--- src/rtl/lpw_pkg.sv ---
package lpw_pkg;
  localparam int CFG_W    = 32;
  localparam int SOE_BIT  = 1;
  localparam int DEEP_BIT = 2;
  localparam int SEOP_BIT = 4;

  typedef enum logic [1:0] {
    ST_RUN = 2'd0,
    ST_WFI = 2'd1,
    ST_WFE = 2'd2
  } lpw_state_e;

  typedef struct packed {
    logic seop;
    logic deep;
    logic soe;
  } lpw_cfg_t;
endpackage

--- src/rtl/lpw_cfg_reg.sv ---
module lpw_cfg_reg
  import lpw_pkg::*;
#(
  parameter int DW = CFG_W
) (
  input  logic          clk,
  input  logic          rst_n,
  input  logic          we,
  input  logic [DW-1:0] wdata,
  output lpw_cfg_t      cfg,
  output logic [DW-1:0] rdata
);
  lpw_cfg_t cfg_q, cfg_d;
  logic     wdata_unused;

  assign wdata_unused = ^wdata;

  always_comb begin
    cfg_d = cfg_q;
    if (we) begin
      cfg_d.soe  = wdata[SOE_BIT];
      cfg_d.deep = wdata[DEEP_BIT];
      cfg_d.seop = wdata[SEOP_BIT];
    end
  end

  always_ff @(posedge clk or negedge rst_n) begin
    if (!rst_n) cfg_q <= '0;
    else        cfg_q <= cfg_d;
  end

  always_comb begin
    rdata           = '0;
    rdata[SOE_BIT]  = cfg_q.soe;
    rdata[DEEP_BIT] = cfg_q.deep;
    rdata[SEOP_BIT] = cfg_q.seop;
  end

  assign cfg = cfg_q;

  a_r2_write_takes: assert property (@(posedge clk) disable iff (!rst_n)
    we |=> (rdata[DEEP_BIT] == $past(wdata[DEEP_BIT])));
endmodule

--- src/rtl/lpw_evt_unit.sv ---
module lpw_evt_unit #(
  parameter int N = 8
) (
  input  logic         clk,
  input  logic         rst_n,
  input  logic [N-1:0] irq_pend,
  input  logic [N-1:0] irq_en,
  input  logic         sev,
  input  logic         seop,
  input  logic         consume,
  output logic         evt_now,
  output logic         evt_q,
  output logic         irq_lvl
);
  logic [N-1:0] pend_q;
  logic [N-1:0] rise;
  logic [N-1:0] qual;
  logic         evt_d;

  assign rise = irq_pend & ~pend_q;

  for (genvar i = 0; i < N; i++) begin : g_line
    assign qual[i] = rise[i] & (irq_en[i] | seop);
  end

  assign evt_now = sev | (|qual);
  assign irq_lvl = |(irq_pend & irq_en);

  always_comb begin
    evt_d = evt_q;
    if (consume)      evt_d = 1'b0;
    else if (evt_now) evt_d = 1'b1;
  end

  always_ff @(posedge clk or negedge rst_n) begin
    if (!rst_n) begin
      pend_q <= '0;
      evt_q  <= 1'b0;
    end else begin
      pend_q <= irq_pend;
      evt_q  <= evt_d;
    end
  end

  a_r9_latch_has_cause: assert property (@(posedge clk) disable iff (!rst_n)
    $rose(evt_q) |-> $past(evt_now));
endmodule

--- src/rtl/lpw_sleep_fsm.sv ---
module lpw_sleep_fsm
  import lpw_pkg::*;
(
  input  logic     clk,
  input  logic     rst_n,
  input  logic     wfi_req,
  input  logic     wfe_req,
  input  logic     exc_ret,
  input  lpw_cfg_t cfg,
  input  logic     evt_now,
  input  logic     evt_q,
  input  logic     irq_lvl,
  output logic     consume,
  output logic     sleep_req,
  output logic     deep_req,
  output logic     wake
);
  lpw_state_e st_q, st_d;
  logic       dsel_q, dsel_d;
  logic       wake_q, wake_d;

  always_comb begin
    st_d    = st_q;
    dsel_d  = dsel_q;
    wake_d  = 1'b0;
    consume = 1'b0;
    unique case (st_q)
      ST_RUN: begin
        if (wfi_req || (exc_ret && cfg.soe)) begin
          if (irq_lvl) wake_d = 1'b1;
          else begin
            st_d   = ST_WFI;
            dsel_d = cfg.deep;
          end
        end else if (wfe_req) begin
          if (evt_q || evt_now || irq_lvl) begin
            wake_d  = 1'b1;
            consume = 1'b1;
          end else begin
            st_d   = ST_WFE;
            dsel_d = cfg.deep;
          end
        end
      end
      ST_WFI: begin
        if (irq_lvl) begin
          st_d   = ST_RUN;
          wake_d = 1'b1;
        end
      end
      ST_WFE: begin
        if (irq_lvl || evt_now) begin
          st_d    = ST_RUN;
          wake_d  = 1'b1;
          consume = 1'b1;
        end
      end
      default: st_d = ST_RUN;
    endcase
  end

  always_ff @(posedge clk or negedge rst_n) begin
    if (!rst_n) begin
      st_q   <= ST_RUN;
      dsel_q <= 1'b0;
      wake_q <= 1'b0;
    end else begin
      st_q   <= st_d;
      dsel_q <= dsel_d;
      wake_q <= wake_d;
    end
  end

  assign sleep_req = (st_q != ST_RUN) & ~dsel_q;
  assign deep_req  = (st_q != ST_RUN) &  dsel_q;
  assign wake      = wake_q;

  a_r3_one_output: assert property (@(posedge clk) disable iff (!rst_n)
    $onehot0({sleep_req, deep_req, wake}));

  a_r8_fall_with_wake: assert property (@(posedge clk) disable iff (!rst_n)
    $fell(sleep_req || deep_req) |-> wake);

  a_r4_wfi_needs_irq: assert property (@(posedge clk) disable iff (!rst_n)
    (st_q == ST_WFI && !irq_lvl) |=> !wake);

  a_r5_wfe_sev_wakes: assert property (@(posedge clk) disable iff (!rst_n)
    (st_q == ST_WFE && evt_now) |=> (wake && !sleep_req && !deep_req));
endmodule

--- src/rtl/lpw_ctrl.sv ---
module lpw_ctrl
  import lpw_pkg::*;
#(
  parameter int NUM_IRQ = 8
) (
  input  logic               clk,
  input  logic               rst_n,
  input  logic               cfg_we,
  input  logic [CFG_W-1:0]   cfg_wdata,
  output logic [CFG_W-1:0]   cfg_rdata,
  input  logic               wfi_req,
  input  logic               wfe_req,
  input  logic               exc_ret_thread,
  input  logic [NUM_IRQ-1:0] irq_pend,
  input  logic [NUM_IRQ-1:0] irq_en,
  input  logic               sev_pulse,
  output logic               sleep_req,
  output logic               deep_req,
  output logic               wake,
  output logic               evt_pending
);
  logic [1:0] rst_sync_q;
  logic       rst_i_n;
  lpw_cfg_t   cfg;
  logic       evt_now, evt_q, irq_lvl, consume;

  always_ff @(posedge clk or negedge rst_n) begin
    if (!rst_n) rst_sync_q <= 2'b00;
    else        rst_sync_q <= {rst_sync_q[0], 1'b1};
  end
  assign rst_i_n = rst_sync_q[1];

  lpw_cfg_reg #(.DW(CFG_W)) u_cfg (
    .clk   (clk),
    .rst_n (rst_i_n),
    .we    (cfg_we),
    .wdata (cfg_wdata),
    .cfg   (cfg),
    .rdata (cfg_rdata)
  );

  lpw_evt_unit #(.N(NUM_IRQ)) u_evt (
    .clk      (clk),
    .rst_n    (rst_i_n),
    .irq_pend (irq_pend),
    .irq_en   (irq_en),
    .sev      (sev_pulse),
    .seop     (cfg.seop),
    .consume  (consume),
    .evt_now  (evt_now),
    .evt_q    (evt_q),
    .irq_lvl  (irq_lvl)
  );

  lpw_sleep_fsm u_fsm (
    .clk       (clk),
    .rst_n     (rst_i_n),
    .wfi_req   (wfi_req),
    .wfe_req   (wfe_req),
    .exc_ret   (exc_ret_thread),
    .cfg       (cfg),
    .evt_now   (evt_now),
    .evt_q     (evt_q),
    .irq_lvl   (irq_lvl),
    .consume   (consume),
    .sleep_req (sleep_req),
    .deep_req  (deep_req),
    .wake      (wake)
  );

  assign evt_pending = evt_q;

  a_r7_latch_used: assert property (@(posedge clk) disable iff (!rst_i_n)
    (!sleep_req && !deep_req && !wake && wfe_req && !wfi_req && evt_pending)
      |=> (wake && !evt_pending && !sleep_req && !deep_req));
endmodule

--- config.mk ---
export PLATFORM = sky130hd
export DESIGN_NAME = lpw_ctrl
export DESIGN_NICKNAME = d
export VERILOG_FILES = /design/src/rtl/lpw_pkg.sv /design/src/rtl/lpw_cfg_reg.sv /design/src/rtl/lpw_evt_unit.sv /design/src/rtl/lpw_sleep_fsm.sv /design/src/rtl/lpw_ctrl.sv
export SDC_FILE = /design/constraint.sdc
export NUM_CORES = 1
export LEC_CHECK = 0
export BUFFER_PORTS_ARGS = -buffer_cell sky130_fd_sc_hd__buf_4
export CORE_ASPECT_RATIO = 0.75
export CORE_MARGIN = 2
export CORE_UTILIZATION = 40
export CTS_CLUSTER_SIZE = 16
export DETAILED_ROUTE_END_ITERATION = 6
export PLACE_DENSITY = 0.85
export SYNTH_ARGS = -nofsm -noshare
export SYNTH_HDL_FRONTEND = slang
export SYNTH_SLANG_ARGS = --single-unit
export TNS_END_PERCENT = 100
--- constraint.sdc ---
create_clock -name clk -period 2.05 [get_ports clk]
set_input_delay 0.41 -clock clk [delete_from_list [all_inputs] [get_ports clk]]
set_output_delay 0.41 -clock clk [all_outputs]
set_load 0.02 [all_outputs]
==> After elaboration in Yosys (flattened, before gate mapping) <==
Index checks and enable logic that the tools add are counted.
{ "word_totals": {"wordCells": 75, "out_inout_bits": 36, "ff_bits": 18} }
{ "op_classes": {"n_bitwise": 23, "muxes": 21, "reduce_logical": 13, "eq_ne": 9} }
{ "op_table": {"columns": ["operator", "count"], "rows": [
  ["8-bit bitwise AND", 2],
  ["8-bit OR reduction", 2],
  ["1-bit 2-to-1 mux", 12],
  ["2-bit 2-to-1 mux", 6],
  ["1-bit bitwise AND", 10],
  ["1-bit OR", 9],
  ["8-bit NOT", 1],
  ["2-bit by 1-bit inequality test with 1-bit output (second input constant)", 3],
  ["3-bit by 2-bit inequality test with 1-bit output (second input constant)", 2],
  ["2-bit one-hot mux with 3 select lines", 1],
  ["2-bit nonzero test", 3],
  ["5-bit AND reduction", 1],
  ["1-bit logical OR", 4],
  ["4-bit AND reduction", 1],
  ["3-bit inequality test (second input constant)", 1],
  ["1-bit one-hot mux with 3 select lines", 1],
  ["2-bit by 1-bit equality test with 1-bit output (second input constant)", 1],
  ["2-bit equality test (second input constant)", 1],
  ["2-bit zero test", 1],
  ["2-bit inequality test (second input constant)", 1],
  ["1-bit one-hot mux with 2 select lines", 1],
  ["1-bit logical AND", 1],
  ["1-bit NOT", 1]
]} }

==> Longest topological paths before layout <==
Gate-level depths: netlist of run 1.
{ "depth": {"word_depth": 12, "depth_mapped": 5, "ltp_nobuf": 5} }

==> By module <==
Synthesis of run 1 repeated with hierarchy kept, for this count alone.
{ "hier_totals": {"cells_unflattened": 104, "hier_area_um2": 1067.3} }
{ "by_module_without_submodules": {"columns": ["module", "n_inst", "seq_area_each_um2", "area_per_inst_um2", "cells_each"], "rows": [
  ["lpw_evt_unit", 1, 225.2, 426.7, 37],
  ["lpw_cfg_reg", 1, 75.1, 352.8, 39],
  ["lpw_sleep_fsm", 1, 100.1, 234.0, 25],
  ["lpw_ctrl", 1, 50.0, 53.8, 3]
]} }

==> Worst setup path after synthesis of run 1 <==
No wires, ideal clock.
{ "synth_timing": {"path_kind": "register to register", "start": "register u_cfg.cfg_q (netlist bit u_cfg.cfg[2])", "end": "register u_fsm.dsel_q", "arrival_ns": 1.712, "period_less_slack_ns": 1.840, "path_buffers": 0, "path_stages_with_launch": 6, "required_time_ns": 1.922, "setup_ns": 0.128, "path_slack_ns": 0.210, "cell_sequence": "dfrtp_1 -> or2_0 -> a222oi_1 -> nand4_1 -> a211oi_1 -> mux2_1"} }
{ "synth_between": {"elab_chain_cells": 8} }
{ "synth_rtl": {"columns": ["item", "line_no", "source"], "rows": [
  ["from (decl)", "lpw_cfg_reg.sv:13", "lpw_cfg_t cfg_q, cfg_d;"],
  ["from (signal assigned)", "lpw_cfg_reg.sv:29", "else cfg_q <= cfg_d;"],
  ["1-bit OR", "lpw_evt_unit.sv:23", "assign qual[i] = rise[i] & (irq_en[i] | seop);"],
  ["1-bit bitwise AND", "lpw_evt_unit.sv:23", null],
  ["8-bit OR reduction (*)", "lpw_evt_unit.sv:26", "assign evt_now = sev | (|qual);"],
  ["1-bit OR (*)", "lpw_evt_unit.sv:26", null],
  ["1-bit logical OR (*) (2 in a row)", "lpw_sleep_fsm.sv:36", "if (evt_q || evt_now || irq_lvl) begin"],
  ["2-bit by 1-bit inequality test with 1-bit output (no source line) (*)", null, null],
  ["4-bit AND reduction (no source line) (*)", null, null],
  ["to (signal assigned)", "lpw_sleep_fsm.sv:69", "dsel_q <= dsel_d;"],
  ["to (decl)", "lpw_sleep_fsm.sv:19", "logic dsel_q, dsel_d;"]
]} }
Every way passes the cells marked *; elsewhere a longest branch is shown, timed or not.
A chain may end at the register's enable or synchronous reset.

==> Worst setup path after layout of run 1 <==
Same ends and word-level chain as after synthesis.

==> results.yml, run 1 <==
synth:
  yosysUniqueCellTypes: 29
  syn-instance-count: 102
  ys_ff_latch: 18
  synth_top_cell_by_area: "dfrtp_1"
  synth_area_um2: 1030
  synthFlopType: "dfrtp_1"
  syn-mean-instance-area_um2: 10.1
  yosysWarnings: 0
  async_flop_share_pct: 100
  netlist_top_cells_area: "dfrtp_1 44%, buf_4 22%, a22oi_1 3.6%, nor2b_1 3.6%, mux2_2 3.3%"
  synth_edf_count: 0
  synth.top_cell.area_share_pct: 43.5
  ys_seq_area_share_pct: 43.5
setup_path:
  worstPathArrival_ps: 2120
  cp_max_fo: 7
  path_cells: "or2_0, a222oi_1, buf_4, nand4_1, a211oi_2, mux2_1"
  slowest_delay_ps: 450
  critPathLaunchType: "flip-flop"
  critPathSlowestCell: "dfrtp_2"
  cp.required_ps: 2230
  cp-end-kind: "flip-flop"
  crit_type: "flip-flop to flip-flop"
cts:
  clk_path_buf_depth: 2
  clock-sinks: 18
  clockRootBuffer: "clkbuf_4"
  cts_tree: "built"
  clock_latency_ps: 290
  clk_pin_slew_worst_paths_ps: 100
  h-tree-depth: 1
  cts-buffers-inserted: 3
min_path:
  hold_path_class: "input pin to flip-flop"
sta:
  hold_viol: 0
  worst_slew_pin_slew_ps: 637
  post-route-period-util_pct: 94.7
  fin_skew_ps: 5.63
  setup_viol: 0
  final-max-slew-violation-count: 0
  rsz0062_at_grt: "false"
  clock.fmax_mhz: 515
  relSlewSlack_pct: 57.5
  fin_crit_ps: 1940
cells_and_area:
  fin_area_um2: 1270
  layout-drive-gt1-share_pct: 35.0
  area_delta_synth_final_pct: 23.0
  final_nets: 196
  final_common_cell: "buf_4"
  diodes: 0
  stdcell_count: 174
  final_cell_mix: "35 x buf_4, 30 x conb_1, 17 x dfrtp_1"
die:
  dieArea_um2: 3010
  fp.dieH_um: 48.0
  ioPinCount: 91
  die_w_um: 62.7
  initial_core_util_pct: 43.4
  core_um2: 2380
  rows: 15
place:
  place_inst: 167
  placed_area_um2: 1200
  portBuffers: 32
  place_congestion: 0.841
  dp_hpwl_um: 1590
global_routing:
  gr-total-overflow: 0
  grt_start_max_net_pins: 17
  antenna_found_initial: 0
  grt_pass1_wl_um: 3040
  grt_pass1_vias: 687
  grt_use_total_pct: 13.7
detailed_routing:
  drt_iter0_drc: 16
  ant_nets: 0
  wl_per_cell_um: 11.2
  drtPass1Iterations: 4
  drc: 0
  vias: 769
  vias_per_cell: 4.42
  wl_um: 1960
power:
  peakVddDrop_v: 0.000577
  power.density_nw_per_um2: 650
  leakage_nw: 0.625
flow_run:
  max_cap_viol_count: 0
outcome:
  status: "completed"
[critical path: cells and delay by family, from the launching register on]
kind	cells	cell delay, ps
flip-flops	1	450
buffers and inverters	1	170
multiplexers	1	340
AND/OR/NAND/NOR	2	330
AO/OA/AOI/OAI	2	540
[through the flow]
| step | hold WS, ps | setup TNS, ps | total power (W) | util, % | setup slack (ps) |
|---|---|---|---|---|---|
| 5_1_grt | 214 | 0 | 0.000869 | 53.4 | 19.3 |
| 4_1_cts | 226 | 0 | 0.000830 | 52.8 | 45.6 |
| 3_5_place_dp | 195 | -83.5 | 0.000611 | 50.6 | -83.5 |
| 3_3_place_gp | 193 | -33.0 | 0.000604 | 50.6 | -33.0 |
| 2_1_floorplan | 114 | 0 | 0.000573 | - | 210 |
| 6_report | 229 | 0 | 0.000827 | 53.4 | 108 |
[cells in the mapped netlist (all sizes together), types with 2 or more instances]
cell type / n
nor2: 5
nand4: 2
dfrtp: 18
nand2b: 3
buf: 30
conb: 2
a22oi: 5
a21oi: 2
nor2b: 6
or2: 6
mux2: 4
inv: 4
a31oi: 2
[layer usage]
layer | up-vias | wire, um | track usage [%]
li1 | 365 | - | -
met1 | 356 | 826 | 16.4
met2 | 46 | 888 | 23.0
met3 | 2 | 236 | 7.29
met4 | 0 | 4 | 2.67
met5 | - | 0 | 0
[path summary, 6_finish.rpt]
path | slack, ps | endpoint | cells after the start | from
setup / recovery | 110 | u_fsm.dsel_q | 6 | u_cfg.cfg[2]
hold reg to reg | 260 | u_evt.pend_q[0] | 0 | rst_sync_q[1]
setup reg to reg | 110 | u_fsm.dsel_q | 6 | u_cfg.cfg[2]
max in group asynchronous | 1340 | u_cfg.cfg[2] | 0 | rst_sync_q[1]
hold / removal | 230 | u_evt.pend_q[2] | 1 | irq_pend[2]
min in group asynchronous | 260 | u_evt.pend_q[0] | 0 | rst_sync_q[1]
[timing repair]
action / CTS / global route
endpoints found under the setup margin: 1 / 1
endpoints found under the hold margin: 2 / 0
gates resized for setup: 0 / 2
setup buffers: 1 / 1
hold buffers: 1 / 0
pin swaps: 1 / 2
[logic make-up after synthesis]
family                 synth area share, %
other                                0.726
and+or+nand+nor                       16.3
DFF                                   43.5
AOI/OAI and AO/OA                     11.9
muxes                                 4.35
buffers and inverters                 23.2
[final cells by class]
type                       count  area (um2)
fill                         217        1110
multi-input combinational     78         454
sequential                    18         452
timing repair buffer          36         273
tap                           34        42.5
clock buffer                   4        36.3
inverter                       4        15.0
[power breakdown]
group,internal [W],total [W],switching (W)
Combinational,0.0000894,0.000204,0.000115
Sequential,0.000384,0.000407,0.0000229
Clock,0.000108,0.000216,0.000108
Total,0.000582,0.000827,0.000245
[flip-flops by register name, indices dropped and copies added (netlist names)]
| name | count |
|---|---|
| u_cfg.cfg | 3 |
| u_fsm.wake | 1 |
| u_fsm.dsel_q | 1 |
| u_fsm.st_q | 2 |
| u_evt.evt_q | 1 |
| u_evt.pend_q | 8 |
| rst_sync_q | 2 |
No activity file was read; power rests on OpenSTA's default activity.
==> run 2, diff against run 1 <==
- CORE_UTILIZATION: 40 -> 42
- CTS_BUF_LIST: not set -> sky130_fd_sc_hd__clkbuf_2
- PLACE_DENSITY: 0.85 -> 0.89
==> run 2 against run 1 <==
  * Worst setup slack improved by 33 ps
  * Clock power decreased by 31%
  * Clock-buffer cell count is 1 lower
  * Global-route usage up 0.49 points
  * Via count decreased by 0.65%
  * Utilization increased by 1.0 points
  * Worst hold slack lost 18 ps
  * Sequential cell count unchanged
  * Cell count shrank 0.57%
  * Critical path type unchanged
  * Highest routed layer unchanged
==> results.yml, run 2 (synthesis results as in run 1) <==
outcome:
  status: "completed"
global_routing:
  grt_pass1_wl_um: 2900
  grt_start_max_net_pins: 17
  grt_pass1_vias: 663
  met3_usage_pct: 5.51
  grt_use_total_pct: 14.2
  gr-total-overflow: 0
  met1_usage_pct: 18.3
  grt_most_used_layer: "met2"
  grt_use_met2_pct: 22.8
  antenna_found_initial: 0
die:
  die_w_um: 61.3
  fp.dieH_um: 47.0
  core_um2: 2310
  ioPinCount: 91
  initial_core_util_pct: 44.8
  rows: 15
  dieArea_um2: 2880
cts:
  clock-sinks: 18
  h-tree-depth: 1
  clockRootBuffer: "clkbuf_2"
  clk_pin_slew_worst_paths_ps: 170
  clock_latency_ps: 300
  clk_path_buf_depth: 2
  cts_tree: "built"
  cts-buffers-inserted: 3
power:
  p_switching_w: 0.000244
  seq_power_share_pct: 53.4
  leakage_nw: 0.616
  peakVddDrop_v: 0.000413
  p_comb_share_pct: 26.8
  internal_power_w: 0.000517
  pwr-share-clk_pct: 19.8
  power.density_nw_per_um2: 606
  switching_share_pct: 32.1
cells_and_area:
  seq_area_um2: 452
  layout-drive-gt1-share_pct: 34.5
  diodes: 0
  multiInputGateArea_um2: 463
  area_delta_synth_final_pct: 21.4
  regMostFlops: "u_evt.pend_q"
  final_common_cell: "buf_4"
  final_nets: 195
  final_cell_mix: "34 x buf_4, 30 x conb_1, 17 x dfrtp_1"
  nFillCells: 206
  largest_reg_flops: 8
sta:
  worst_slew_pin_slew_ps: 639
  setup_tns_ps: 0
  clock.fmax_mhz: 524
  hold_slack_ps: 211
  hold_viol: 0
  relSlewSlack_pct: 57.4
  fin_crit_ps: 1910
  rsz0062_at_grt: "true"
  final-max-slew-violation-count: 0
  setup_viol: 0
  fin_skew_ps: 8.41
  post-route-period-util_pct: 93.1
setup_path:
  slowest_delay_ps: 470
  rrSetupSlack_ps: 140
  crit_type: "flip-flop to flip-flop"
  worstPathArrival_ps: 2110
  ff2ff_path_depth: 5
  cp.required_ps: 2250
  critPathLaunchType: "flip-flop"
  path_delay_family: "compound AO/OA/AOI/OAI gates"
  reg2reg_from: "u_cfg.cfg[2]"
  critPathSlowestCell: "dfrtp_2"
  critical_path_buf_inv_count: 0
  path_cells: "or2_0, a222oi_1, nand4_1, a211oi_2, mux2_1"
  cp_max_fo: 7
  cp-end-kind: "flip-flop"
  reg2reg_to: "u_fsm.dsel_q"
detailed_routing:
  drt_iter0_drc: 15
  drc: 0
  ant_nets: 0
  drtPass1Iterations: 4
  wl_per_cell_um: 10.6
  vias_per_cell: 4.42
  wl_um: 1830
  vias: 764
min_path:
  hold_path_depth: 1
  min_from: "irq_pend[0]"
  hold_path_class: "input pin to flip-flop"
  min_to: "u_evt.pend_q[0]"
place:
  dp_hpwl_um: 1470
  portBuffers: 32
  place_congestion: 0.769
flow_run:
  max_cap_viol_count: 0
## run 2: cell types whose count changed in the layout (fill, tap and decap cells not counted)
cell and delta:
or2_4 +1, o2bb2ai_2 +1, o2bb2ai_1 -1, buf_4 -1
or2_2 -1, clkbuf_8 -1, clkbuf_4 -3, clkinv_1 +1
clkbuf_2 +3
## run 2: worst max path at each step
stage | endpoint | slack, ps | start | depth (start not counted)
final | u_fsm.dsel_q | 140 | u_cfg.cfg[2] | 5
after global placement | u_fsm.dsel_q | -30 | irq_en[2] | 6
after detailed placement | u_fsm.dsel_q | -20 | irq_en[2] | 6
after floorplan | u_fsm.dsel_q | 210 | u_cfg.cfg[2] | 5
after CTS | u_fsm.dsel_q | 50 | u_cfg.cfg[2] | 5
after global routing | u_fsm.dsel_q | -60 | u_cfg.cfg[2] | 5
## run 2: what timing repair did
item / CTS / global route
gates resized for setup: 0 / 4
hold buffers: 1 / 0
setup buffers: 0 / 1
endpoints found under the hold margin: 2 / 0
endpoints found under the setup margin: 0 / 1
## run 2: final cells by class
| cell class | instances | area share [%] |
|---|---|---|
| Clock inverter | 1 | 0.299 |
| Sequential cell | 18 | 36.0 |
| Multi-Input combinational cell | 78 | 36.9 |
| Timing Repair Buffer | 35 | 21.1 |
| Clock buffer | 3 | 1.20 |
| Tap cell | 34 | 3.39 |
| Inverter | 4 | 1.20 |
## run 2: through the flow
stage | power, W | setup WS, ps | std cells | area (um2) | utilization (%)
floorplan | 0.000573 | 210 | 130 | 1140 | -
global placement | 0.000603 | -34.9 | 167 | 1200 | 52.2
detailed placement | 0.000608 | -24.9 | 167 | 1200 | 52.2
CTS | 0.000762 | 52.2 | 172 | 1230 | 53.4
global route | 0.000815 | -60.0 | 173 | 1260 | 54.4
finish | 0.000761 | 141 | 173 | 1260 | 54.4
## run 2: power groups by stage
| stage | clock network (W) | logic [W] | registers (W) |
|---|---|---|---|
| 6_report | 0.000150 | 0.000204 | 0.000407 |
| 5_1_grt | 0.000178 | 0.000224 | 0.000412 |
| 4_1_cts | 0.000158 | 0.000196 | 0.000407 |
| 3_5_place_dp | 0 | 0.000194 | 0.000414 |
| 3_3_place_gp | 0 | 0.000191 | 0.000412 |
| 2_1_floorplan | 0 | 0.000154 | 0.000419 |
## run 2: layer usage
layer	up-vias	share of wire (%)
met1	357	43
met4	0	0.22
met5	-	0
li1	363	-
met3	2	11
met2	42	46
